===== config.mk =====
export PLATFORM = sky130hd
export DESIGN_NAME = rti_wakeup_timer
export DESIGN_NICKNAME = d
export VERILOG_FILES = /design/src/rtl/rti_pkg.sv /design/src/rtl/rti_src_qual.sv /design/src/rtl/rti_prescaler.sv /design/src/rtl/rti_wakeup_timer.sv
export SDC_FILE = /design/constraint.sdc
export NUM_CORES = 1
export LEC_CHECK = 0
export BUFFER_PORTS_ARGS = -buffer_cell sky130_fd_sc_hd__buf_2
export CORE_ASPECT_RATIO = 1.75
export CORE_MARGIN = 2
export CORE_UTILIZATION = 30
export CTS_BUF_LIST = sky130_fd_sc_hd__clkbuf_8
export DETAILED_ROUTE_END_ITERATION = 10
export GPL_TIMING_DRIVEN = 1
export PLACE_DENSITY_LB_ADDON = 0.05
export SLEW_MARGIN = 20
export SYNTH_ARGS = -nofsm -noshare
export SYNTH_HDL_FRONTEND = slang
export SYNTH_HIERARCHICAL = 1
export SYNTH_SLANG_ARGS = --single-unit

===== constraint.sdc =====
create_clock -name clk -period 4.3 [get_ports clk]
set_clock_uncertainty 0.1 [all_clocks]
set_input_delay 0.645 -clock clk [delete_from_list [all_inputs] [get_ports clk]]
set_output_delay 0.645 -clock clk [all_outputs]
set_load 0.005 [all_outputs]

===== src/rtl/rti_pkg.sv =====
package rti_pkg;

    typedef enum logic [1:0] {
        PM_RUN        = 2'd0,
        PM_WAIT       = 2'd1,
        PM_STOP_LIGHT = 2'd2,
        PM_STOP_DEEP  = 2'd3
    } pm_mode_e;

    localparam int FLAG_BIT = 7;
    localparam int ACK_BIT  = 6;
    localparam int CSEL_BIT = 5;
    localparam int IE_BIT   = 4;
    localparam int SEL_W    = 3;

    typedef struct packed {
        logic             flag;
        logic             csel;
        logic             ie;
        logic [SEL_W-1:0] sel;
    } ctrl_s;

endpackage


===== src/rtl/rti_src_qual.sv =====
module rti_src_qual
    import rti_pkg::*;
(
    input  logic [1:0] pm_mode,
    input  logic       csel,
    input  logic       int_tick,
    input  logic       ext_tick,
    input  logic       osc_stop_en,
    input  logic       osc_range_hi,
    output logic       tick_ok
);
    logic ext_allowed;

    always_comb begin
        unique case (pm_mode_e'(pm_mode))
            PM_RUN, PM_WAIT: ext_allowed = 1'b1;
            PM_STOP_LIGHT:   ext_allowed = osc_stop_en & ~osc_range_hi;
            default:         ext_allowed = 1'b0;
        endcase
        tick_ok = csel ? (ext_tick & ext_allowed) : int_tick;
    end
endmodule


===== src/rtl/rti_prescaler.sv =====
module rti_prescaler
    import rti_pkg::*;
#(
    parameter int INT_EXP1 = 3,
    parameter int EXT_EXP1 = 8,
    parameter int CNT_W    = EXT_EXP1 + 7
) (
    input  logic             clk,
    input  logic             rst_n,
    input  logic             tick,
    input  logic             csel,
    input  logic [SEL_W-1:0] sel,
    input  logic             restart,
    output logic             expire,
    output logic [CNT_W-1:0] cnt
);
    logic [CNT_W-1:0] cnt_d, cnt_q;
    logic [CNT_W-1:0] limit;
    int               shamt;
    logic             active;

    always_comb begin
        shamt  = (csel ? EXT_EXP1 : INT_EXP1) + ((sel == SEL_W'(1)) ? 0 : int'(sel));
        limit  = (CNT_W'(1) << shamt) - CNT_W'(1);
        active = tick && (sel != '0) && !restart;
        expire = active && (cnt_q == limit);
        cnt_d  = cnt_q;
        if (restart)
            cnt_d = '0;
        else if (active)
            cnt_d = expire ? '0 : cnt_q + CNT_W'(1);
    end

    always_ff @(posedge clk or negedge rst_n) begin
        if (!rst_n) cnt_q <= '0;
        else        cnt_q <= cnt_d;
    end

    assign cnt = cnt_q;
endmodule


===== src/rtl/rti_wakeup_timer.sv =====
module rti_wakeup_timer
    import rti_pkg::*;
#(
    parameter int INT_EXP1 = 3,
    parameter int EXT_EXP1 = 8
) (
    input  logic       clk,
    input  logic       rst_n,
    input  logic [1:0] pm_mode,
    input  logic       int_tick,
    input  logic       ext_tick,
    input  logic       osc_stop_en,
    input  logic       osc_range_hi,
    input  logic       reg_wr,
    input  logic [7:0] reg_wdata,
    output logic [7:0] reg_rdata,
    output logic       irq,
    output logic       wake_req
);
    localparam int CNT_W = EXT_EXP1 + 7;

    ctrl_s            r_d, r_q;
    logic             tick_ok;
    logic             restart;
    logic             expire_w;
    logic [CNT_W-1:0] pre_cnt;
    logic             unused_wbits;

    assign unused_wbits = ^{reg_wdata[FLAG_BIT], reg_wdata[3]};

    rti_src_qual u_qual (
        .pm_mode      (pm_mode),
        .csel         (r_q.csel),
        .int_tick     (int_tick),
        .ext_tick     (ext_tick),
        .osc_stop_en  (osc_stop_en),
        .osc_range_hi (osc_range_hi),
        .tick_ok      (tick_ok)
    );

    rti_prescaler #(
        .INT_EXP1 (INT_EXP1),
        .EXT_EXP1 (EXT_EXP1),
        .CNT_W    (CNT_W)
    ) u_pre (
        .clk     (clk),
        .rst_n   (rst_n),
        .tick    (tick_ok),
        .csel    (r_q.csel),
        .sel     (r_q.sel),
        .restart (restart),
        .expire  (expire_w),
        .cnt     (pre_cnt)
    );

    always_comb begin
        r_d     = r_q;
        restart = reg_wr && ((reg_wdata[SEL_W-1:0] != r_q.sel) ||
                             (reg_wdata[CSEL_BIT] != r_q.csel));
        if (expire_w)
            r_d.flag = 1'b1;
        else if (reg_wr && reg_wdata[ACK_BIT])
            r_d.flag = 1'b0;
        if (reg_wr) begin
            r_d.csel = reg_wdata[CSEL_BIT];
            r_d.ie   = reg_wdata[IE_BIT];
            r_d.sel  = reg_wdata[SEL_W-1:0];
        end
    end

    always_ff @(posedge clk or negedge rst_n) begin
        if (!rst_n) r_q <= '0;
        else        r_q <= r_d;
    end

    assign reg_rdata = {r_q.flag, 1'b0, r_q.csel, r_q.ie, 1'b0, r_q.sel};
    assign irq       = r_q.flag & r_q.ie;
    assign wake_req  = irq & pm_mode[1];
endmodule


==> results.toml, run 1 <==
[run_status]
status = "finished, final reports clean"

[pwr]
pwr-share-seq_pct = 27.3
ir_worst_vdd_v = 0.000179
p_int_uw = 459
p_comb_share_pct = 56.3
swShare_pct = 43.8
p_sw_uw = 358
power.density_nw_per_um2 = 300
leakage_nw = 1.07
total_power_uw = 817
clkPwrFrac_pct = 16.5

[detailed_routing]
drt-initial-drc-count = 148
vias_per_cell = 5.66
route.detailed.drc = 0
final_antenna_net_count = 0
vias = 2185
wl_per_cell_microns = 19.1
firstDrtPassIters = 4
drt_wl_total_mm = 7.36

[critical_path]
reg2reg_to = "reg_rdata[7]"
r2r_slack_ps = 250
startpoint_type = "flop"
cp_top_family = "simple AND/OR/NAND/NOR gates"
critPathLaunch = "reg_rdata[0]"
cp.required_ps = 4420
end_kind = "flop"
slowest_delay_ps = 530
crit_chain = "o21a_1 -> ha_4 -> inv_1 -> fa_2 -> nor2b_4 -> a21oi_2 -> nor2_2 -> nand3_1 -> ha_1 -> or2_4 -> or4b_4 -> nand3_1 -> nor3_1 -> a2111oi_2 -> buf_4 -> nand4bb_4 -> nor4_4 -> buf_4 -> a21o_1"
worst-path-max-fanout = 4
worstSetupPathType = "reg -> reg"
cp-endpoint = "reg_rdata[7]"
rr_worst_depth = 19
r2r_start = "reg_rdata[0]"
crit_buf_inv = 3
slowest_stage = "or4b_4"
cp_num_cells = 19
arrival_ps = 4160

[yosys]
seq_area_frac_synth_pct = 22.1
yosysWarningCount = 6
synth_area_per_cell_sq_um = 8.64
synth_area_leaders = "dfrtp_1 22%, xor2_1 7.4%, a211oi_2 6.8%"
synth_cell_type_count = 69
ys_ff_latch = 21
synth-edff-count = 0
netlist_area_sq_um = 2370
ys_async_sr_fraction_pct = 100
yosys.area.top_type = "dfrtp_1"
yosysTopAreaCellShare_pct = 22.1
synthFlopType = "dfrtp_1"
netlist_instances = 275

[clocking]
cts_tree = "yes"
clock-sinks = 21
clk_path_buf_depth = 2
cts.htree.levels = 1
cts_root_buf = "clkbuf_8"
clkLatencyLatePin_ps = 270
clkSlewWorstSetupHoldPaths_ps = 80
numCtsBuffers = 3

[floorplan]
die_x_microns = 71.3
io_pins = 27
die_area_sq_um = 8670
start_util_pct = 30.4
rows = 43
core_sq_um = 7800
dieHeight_microns = 122

[timing]
hold_viol = 0
rsz0062_at_grt = "false"
setup_ws_ps = 253
slew_headroom_pct = 31.5
fmax_mhz = 247
maxSlewViolCount = 0
finalCriticalPeriod_ps = 4050
worstMarginPinSlew_ps = 1030
fin_crit_sh_pct = 94.1
setup_violations = 0

[global_route]
antenna_found_initial = 0
gr-total-overflow = 0
grt_max_degree = 35
gr-usage-all-layers_pct = 17.7
grt_pass1_vias = 2221
grt_pass1_wl_mm = 11.9

[layout]
syn2layout_area_growth_pct = 14.7
n_antenna_cell = 0
drive_above_1_share_pct = 30.4
nets = 319
fill_cells = 795
final_cell_mix = "22 x nand2_1, 22 x buf_2, 20 x xor2_1"

[job]
drv_cap = 0

[placed_design]
dpl.hpwl_mm = 5.55
place_congestion = 0.792
placement.io_buffers = 22
pre_cts_ws_ps = -135

[min_path]
hold_path_class = "in -> async"
-- worst register-to-register path, cell delays in order, from the launching register on --
cell	delay (ps)
dfrtp_1	370
o21a_1	190
ha_4	150
inv_1	40
fa_2	380
nor2b_4	140
a21oi_2	80
nor2_2	130
nand3_1	100
ha_1	220
or2_4	280
or4b_4	540
nand3_1	110
nor3_1	80
a2111oi_2	310
buf_4	180
nand4bb_4	110
nor4_4	260
buf_4	160
a21o_1	70
-- cells in the mapped netlist (2+ instances only) --
library cell,number
a211oi_1,4
a211oi_2,13
a21o_1,2
a21oi_1,11
a31oi_1,4
and3_1,7
buf_2,7
buf_4,3
buf_6,6
clkbuf_1,6
dfrtp_1,21
ha_1,4
inv_1,8
mux2_2,5
mux2i_1,2
nand2_1,22
nand2b_1,6
nand3_1,9
nand3b_1,4
nand4_1,5
nand4bb_1,2
nor2_1,13
nor2b_1,9
nor3_1,6
nor3_2,2
nor3b_1,2
nor4_1,7
o211ai_1,5
o211ai_2,2
o21ai_0,4
o221ai_1,2
o31ai_1,4
or3_1,3
or4_1,2
or4b_1,2
xnor2_1,9
xor2_1,20
-- registers in the layout, indices dropped and copies added (netlist names) --
| signal | count |
|---|---|
| u_pre/cnt | 15 |
| reg_rdata | 6 |
-- worst min path at each step --
stage / from / end / slack, ps
final: rst_n / u_pre/cnt[9] / 240
after global routing: rst_n / u_pre/cnt[4] / 290
after CTS: rst_n / u_pre/cnt[6] / 260
after detailed placement: reg_rdata[7] / reg_rdata[7] / 430
after global placement: reg_rdata[7] / reg_rdata[7] / 410
after floorplan: rst_n / reg_rdata[0] / 250
-- routing by layer --
metal / vias to the layer above / wire (microns) / part of all wire, % / track usage, %
li1: 1064 / - / - / -
met1: 1077 / 2920 / 40 / 20.2
met2: 31 / 4100 / 56 / 32.9
met3: 13 / 122 / 1.7 / 1.16
met4: 0 / 223 / 3.0 / 7.55
met5: - / 0 / 0 / 0
-- power groups by stage --
| stage | combinational [mW] | sequential, mW | clock, mW |
|---|---|---|---|
| 2_1_floorplan | 0.319 | 0.229 | 0 |
| 3_3_place_gp | 0.440 | 0.226 | 0 |
| 3_5_place_dp | 0.440 | 0.227 | 0 |
| 4_1_cts | 0.445 | 0.223 | 0.141 |
| 5_1_grt | 0.504 | 0.225 | 0.148 |
| 6_report | 0.460 | 0.223 | 0.134 |
-- per-stage QoR --
step	setup TNS [ps]	std cells	hold slack (ps)	instance area [sq um]	utilization [%]
floorplan	0	276	249	2410	-
global placement	-131	381	411	2610	33.4
detailed placement	-135	381	426	2610	33.4
CTS	0	385	258	2670	34.2
global route	0	386	287	2720	34.9
finish	0	386	241	2720	34.9
-- area by class of cell --
class | count | area, sq um | area share, %
multi-input cells | 223 | 1750 | 64.1
clock buffers | 3 | 41.3 | 1.52
repair buffers | 40 | 258 | 9.46
clock inverters | 1 | 3.75 | 0.138
well taps | 90 | 113 | 4.13
inverters | 8 | 33.8 | 1.24
flip-flops and latches | 21 | 528 | 19.4
-- cell families (layout without fill, tap and decap cells) --
logic type | after synthesis | after routing | synth area share [%]
adder cells (fa/ha/maj) | 5 | 5 | 2.95
buffers and inverters | 32 | 52 | 8.48
AND/OR/NAND/NOR | 108 | 108 | 25.9
other | 1 | 2 | 0.158
multiplexers | 8 | 8 | 3.85
XOR/XNOR | 29 | 29 | 10.7
AO/OA/AOI/OAI | 71 | 71 | 25.8
flip-flops | 21 | 21 | 22.1
-- timing repair --
item	CTS	global route
hold endpoints to repair	0	0
hold buffers	0	0
pin swaps	0	4
gates resized for setup	4	8
buffers inserted	0	1
setup endpoints to repair	1	16
Power figures use the tool's default switching activity.
==> inputs of run 2 (changes only) <==
--- a/config.mk
+++ b/config.mk
@@ -13,6 +13,7 @@
 export DETAILED_ROUTE_END_ITERATION = 10
 export GPL_TIMING_DRIVEN = 1
 export PLACE_DENSITY_LB_ADDON = 0.05
+export RECOVER_POWER = 25
 export SLEW_MARGIN = 20
 export SYNTH_ARGS = -nofsm -noshare
 export SYNTH_HDL_FRONTEND = slang
==> results.toml, run 2 (synthesis results as in run 1) <==
[critical_path]
slowest_stage = "or4b_4"
reg2reg_to = "reg_rdata[7]"
rr_worst_depth = 19
crit_chain = "o21a_1 -> ha_4 -> inv_1 -> fa_2 -> nor2b_4 -> a21oi_2 -> nor2_2 -> nand3_1 -> ha_1 -> or2_4 -> or4b_4 -> nand3_1 -> nor3_1 -> a2111oi_2 -> buf_4 -> nand4bb_4 -> nor4_4 -> buf_4 -> a21o_1"
arrival_ps = 4160
cp.required_ps = 4420
r2r_start = "reg_rdata[0]"
startpoint_type = "flop"
worst-path-max-fanout = 4
r2r_slack_ps = 250
worstSetupPathType = "reg -> reg"
slowest_delay_ps = 530
end_kind = "flop"

[pwr]
total_power_uw = 818
power.density_nw_per_um2 = 300
leakage_nw = 1.07
ir_worst_vdd_v = 0.000179

[timing]
worstMarginPinSlew_ps = 1270
fin_crit_sh_pct = 94.1
setup_violations = 0
hold_viol = 0
fmax_mhz = 247
maxSlewViolCount = 0
rsz0062_at_grt = "false"
setup_ws_ps = 253
finalCriticalPeriod_ps = 4050
slew_headroom_pct = 15.3

[global_route]
antenna_found_initial = 0
gr-total-overflow = 0
grt_pass1_vias = 2221
grt_pass1_wl_mm = 11.9
grt_max_degree = 35
gr-usage-all-layers_pct = 17.7

[layout]
regArea_sq_um = 528
stdcell_area_sq_um = 2720
multi_input_area_sq_um = 1750
final_cell_mix = "22 x nand2_1, 21 x buf_2, 20 x xor2_1"
largest_reg_flops = 15
final_common_cell = "nand2_1"
nets = 319
fill_cells = 796
n_antenna_cell = 0
syn2layout_area_growth_pct = 14.6
drive_above_1_share_pct = 30.1

[floorplan]
die_x_microns = 71.3
die_area_sq_um = 8670
start_util_pct = 30.4
dieHeight_microns = 122
rows = 43
io_pins = 27
core_sq_um = 7800

[clocking]
clkLatencyLatePin_ps = 270
cts_root_buf = "clkbuf_8"
clk_path_buf_depth = 2
cts.htree.levels = 1
cts_tree = "yes"
numCtsBuffers = 3
clock-sinks = 21
clkSlewWorstSetupHoldPaths_ps = 80

[detailed_routing]
firstDrtPassIters = 5
wl_per_cell_microns = 19.1
vias = 2208
vias_per_cell = 5.72
route.detailed.drc = 0
final_antenna_net_count = 0
drt_wl_total_mm = 7.38
drt-initial-drc-count = 146

[run_status]
status = "finished, final reports clean"

[placed_design]
pre_cts_ws_ps = -135
placement.io_buffers = 22
place_area_sq_um = 2610
dpl.hpwl_mm = 5.55
place_congestion = 0.792

[min_path]
hold_path_class = "reg -> reg"
whs_path_depth = 1
worstHoldEndpoint = "reg_rdata[7]"
hp-start = "reg_rdata[7]"

[job]
drv_cap = 0
[run 2: area by class of cell]
| class | instances | share of cell area [%] |
|---|---|---|
| multi-input cells | 223 | 64.2 |
| flip-flops and latches | 21 | 19.4 |
| repair buffers | 40 | 9.42 |
| well taps | 90 | 4.14 |
| clock buffers | 3 | 1.52 |
| inverters | 8 | 1.24 |
| clock inverters | 1 | 0.138 |
[run 2: repair_timing]
action / CTS / global route
setup buffers: 0 / 1
pin swaps: 0 / 4
resized for setup: 4 / 8
setup endpoints to repair: 1 / 16
hold buffers: 0 / 0
[run 2: how the worst max path moves through the flow]
stage                       from      endpoint  cells after the start
global placement    reg_rdata[0]  reg_rdata[7]                     18
global route        reg_rdata[0]  reg_rdata[7]                     19
detailed placement  reg_rdata[0]  reg_rdata[7]                     18
finish              reg_rdata[0]  reg_rdata[7]                     19
CTS                 reg_rdata[0]  reg_rdata[7]                     19
floorplan           reg_rdata[5]  u_pre/cnt[0]                     21
[run 2: report_power, final]
| part | switching, mW | internal, mW | leakage (nW) |
|---|---|---|---|
| Clock | 0.0706 | 0.0640 | 0.0269 |
| Combinational | 0.274 | 0.187 | 0.761 |
| Sequential | 0.0143 | 0.208 | 0.279 |
| Total | 0.359 | 0.459 | 1.07 |
[run 2: worst max-delay path, delay by kind of cell (launching register included)]
kind,cells,cell delay (ps)
adders and majority gates,3,740
DFF,1,370
AOI/OAI and AO/OA,4,650
buffers and inverters,3,380
and+or+nand+nor,9,1730
[run 2: per-layer routing]
layer | GRT usage [%] | wire length [microns]
met5 | 0 | 0
met4 | 7.55 | 223
met3 | 1.16 | 114
met2 | 32.9 | 4120
met1 | 20.2 | 2920
[run 2: metrics by stage]
stage	hold slack, ps	utilization [%]	instances	setup TNS, ps
5_1_grt	464	34.9	386	0
6_report	431	34.9	386	0
4_1_cts	258	34.2	385	0
2_1_floorplan	249	-	276	0
3_5_place_dp	426	33.4	381	-135
3_3_place_gp	411	33.4	381	-131
==> inputs of run 3 (changes only) <==
--- a/config.mk
+++ b/config.mk
@@ -8,7 +8,7 @@
 export BUFFER_PORTS_ARGS = -buffer_cell sky130_fd_sc_hd__buf_2
 export CORE_ASPECT_RATIO = 1.75
 export CORE_MARGIN = 2
-export CORE_UTILIZATION = 30
+export CORE_UTILIZATION = 45
 export CTS_BUF_LIST = sky130_fd_sc_hd__clkbuf_8
 export DETAILED_ROUTE_END_ITERATION = 10
 export GPL_TIMING_DRIVEN = 1
==> results.toml, run 3 (synthesis results as in run 1) <==
[critical_path]
crit_chain = "clkinvlp_4 -> buf_4 -> ha_1 -> a21oi_2 -> a21oi_2 -> nor2_4 -> nand3_1 -> ha_2 -> or2_4 -> or4b_4 -> nand3_1 -> nor3_1 -> a2111oi_2 -> buf_4 -> nand4bb_1 -> nor4_2 -> buf_4 -> a21o_1"
cp.required_ps = 4410
worstSetupPathType = "reg -> reg"
cp_top_family = "simple AND/OR/NAND/NOR gates"
crit_top_cell = "buf_4"
slowest_delay_ps = 580
worst-path-max-fanout = 6
arrival_ps = 4220
crit_buf_inv = 4
startpoint_type = "flop"
end_kind = "flop"
slowest_stage = "or4b_4"

[timing]
fmax_mhz = 243
setup_violations = 0
finalCriticalPeriod_ps = 4110
tns_ps = 0
holdWs_ps = 423
maxSlewViolCount = 0
slew_headroom_pct = 21.7
hold_viol = 0
worstMarginPinSlew_ps = 1170
fin_crit_sh_pct = 95.6

[layout]
finalNonFillerCells = 355
syn2layout_area_growth_pct = 13.3
largest_reg_flops = 15
final_cell_mix = "22 x nand2_1, 21 x buf_2, 21 x buf_4"
final_common_cell = "nand2_1"
drive_above_1_share_pct = 30.0
utilization_pct = 52.1
fill_cells = 495
n_antenna_cell = 0
nets = 323
regArea_sq_um = 528
multi_input_area_sq_um = 1730

[clocking]
cts_hold_buf = 0
cts.htree.levels = 1
clkSlewWorstSetupHoldPaths_ps = 70
clock-sinks = 21
numCtsBuffers = 3
cts_tree = "yes"
clkLatencyLatePin_ps = 260
cts_root_buf = "clkbuf_8"
clk_path_buf_depth = 2

[global_route]
grt_max_degree = 35
grt_pass1_vias = 2063
gr-total-overflow = 0
gr-usage-all-layers_pct = 22.8
antenna_found_initial = 0
grt_pass1_wl_mm = 10.3

[detailed_routing]
vias_per_cell = 6.00
route.detailed.drc = 0
drt_wl_total_mm = 6.32
final_antenna_net_count = 0
wl_per_cell_microns = 17.8
vias = 2130
firstDrtPassIters = 4
drt-initial-drc-count = 92

[placed_design]
dpl.hpwl_mm = 4.75
placement.io_buffers = 22
dp_cells = 347
place_congestion = 0.871

[min_path]
hold_path_class = "reg -> reg"

[floorplan]
die_x_microns = 58.9
core_sq_um = 5170
rows = 35
start_util_pct = 46.0
dieHeight_microns = 100
io_pins = 27
die_area_sq_um = 5900

[pwr]
power.density_nw_per_um2 = 301
leakage_nw = 1.08
ir_worst_vdd_v = 0.000205
total_power_uw = 809

[run_status]
status = "finished, final reports clean"

[job]
drv_cap = 0
## run 3: cell types whose count changed in the layout (fill, tap and decap cells not counted), sizes merged
| cell | before | now |
|---|---|---|
| buf | 39 | 43 |
## run 3: what timing repair did
| action | CTS | global route |
|---|---|---|
| gates resized for setup | 2 | 9 |
| pin swaps | 0 | 6 |
| gates cloned | 0 | 0 |
| endpoints found under the setup margin | 1 | 16 |
| setup buffers | 0 | 4 |
## run 3: path summary, 6_finish.rpt
kind | cells after the start | endpoint | slack, ps | startpoint
worst max-delay path | 18 | reg_rdata[7] | 190 | reg_rdata[5]
worst min-delay path | 1 | reg_rdata[7] | 420 | reg_rdata[7]
worst max register to register | 18 | reg_rdata[7] | 190 | reg_rdata[5]
worst min register to register | 1 | reg_rdata[7] | 420 | reg_rdata[7]
max in group asynchronous | 1 | reg_rdata[2] | 2830 | rst_n
min in group asynchronous | 1 | reg_rdata[5] | 490 | rst_n
## run 3: per-layer routing
layer / vias up / share of wire, % / global-route usage, % / routed length [microns]
met5: - / 0 / 0 / 0
met2: 22 / 55 / 40.4 / 3470
met1: 1021 / 41 / 28.0 / 2610
met3: 12 / 0.85 / 1.29 / 54
met4: 0 / 2.9 / 8.92 / 186
li1: 1075 / - / - / -
## run 3: power by group
part	internal, mW	switching, mW	total, mW	leakage [nW]
sequential	0.209	0.0138	0.222	0.279
clock	0.0637	0.0640	0.128	0.0269
combinational	0.193	0.266	0.459	0.777
total	0.466	0.343	0.809	1.08
## run 3: area by class of cell
type / count / area share [%]
clock inverter: 1 / 0.140
multi-input combinational: 223 / 64.2
sequential: 21 / 19.6
inverter: 8 / 1.26
timing repair buffer: 44 / 10.7
tap: 55 / 2.56
clock buffer: 3 / 1.53
## run 3: stage by stage
| step | instance area, sq um | setup WS (ps) |
|---|---|---|
| floorplan | 2410 | 1.35 |
| global route | 2690 | -33.9 |
| detailed placement | 2570 | -79.3 |
| global placement | 2570 | -138 |
| finish | 2690 | 187 |
| CTS | 2620 | 9.89 |
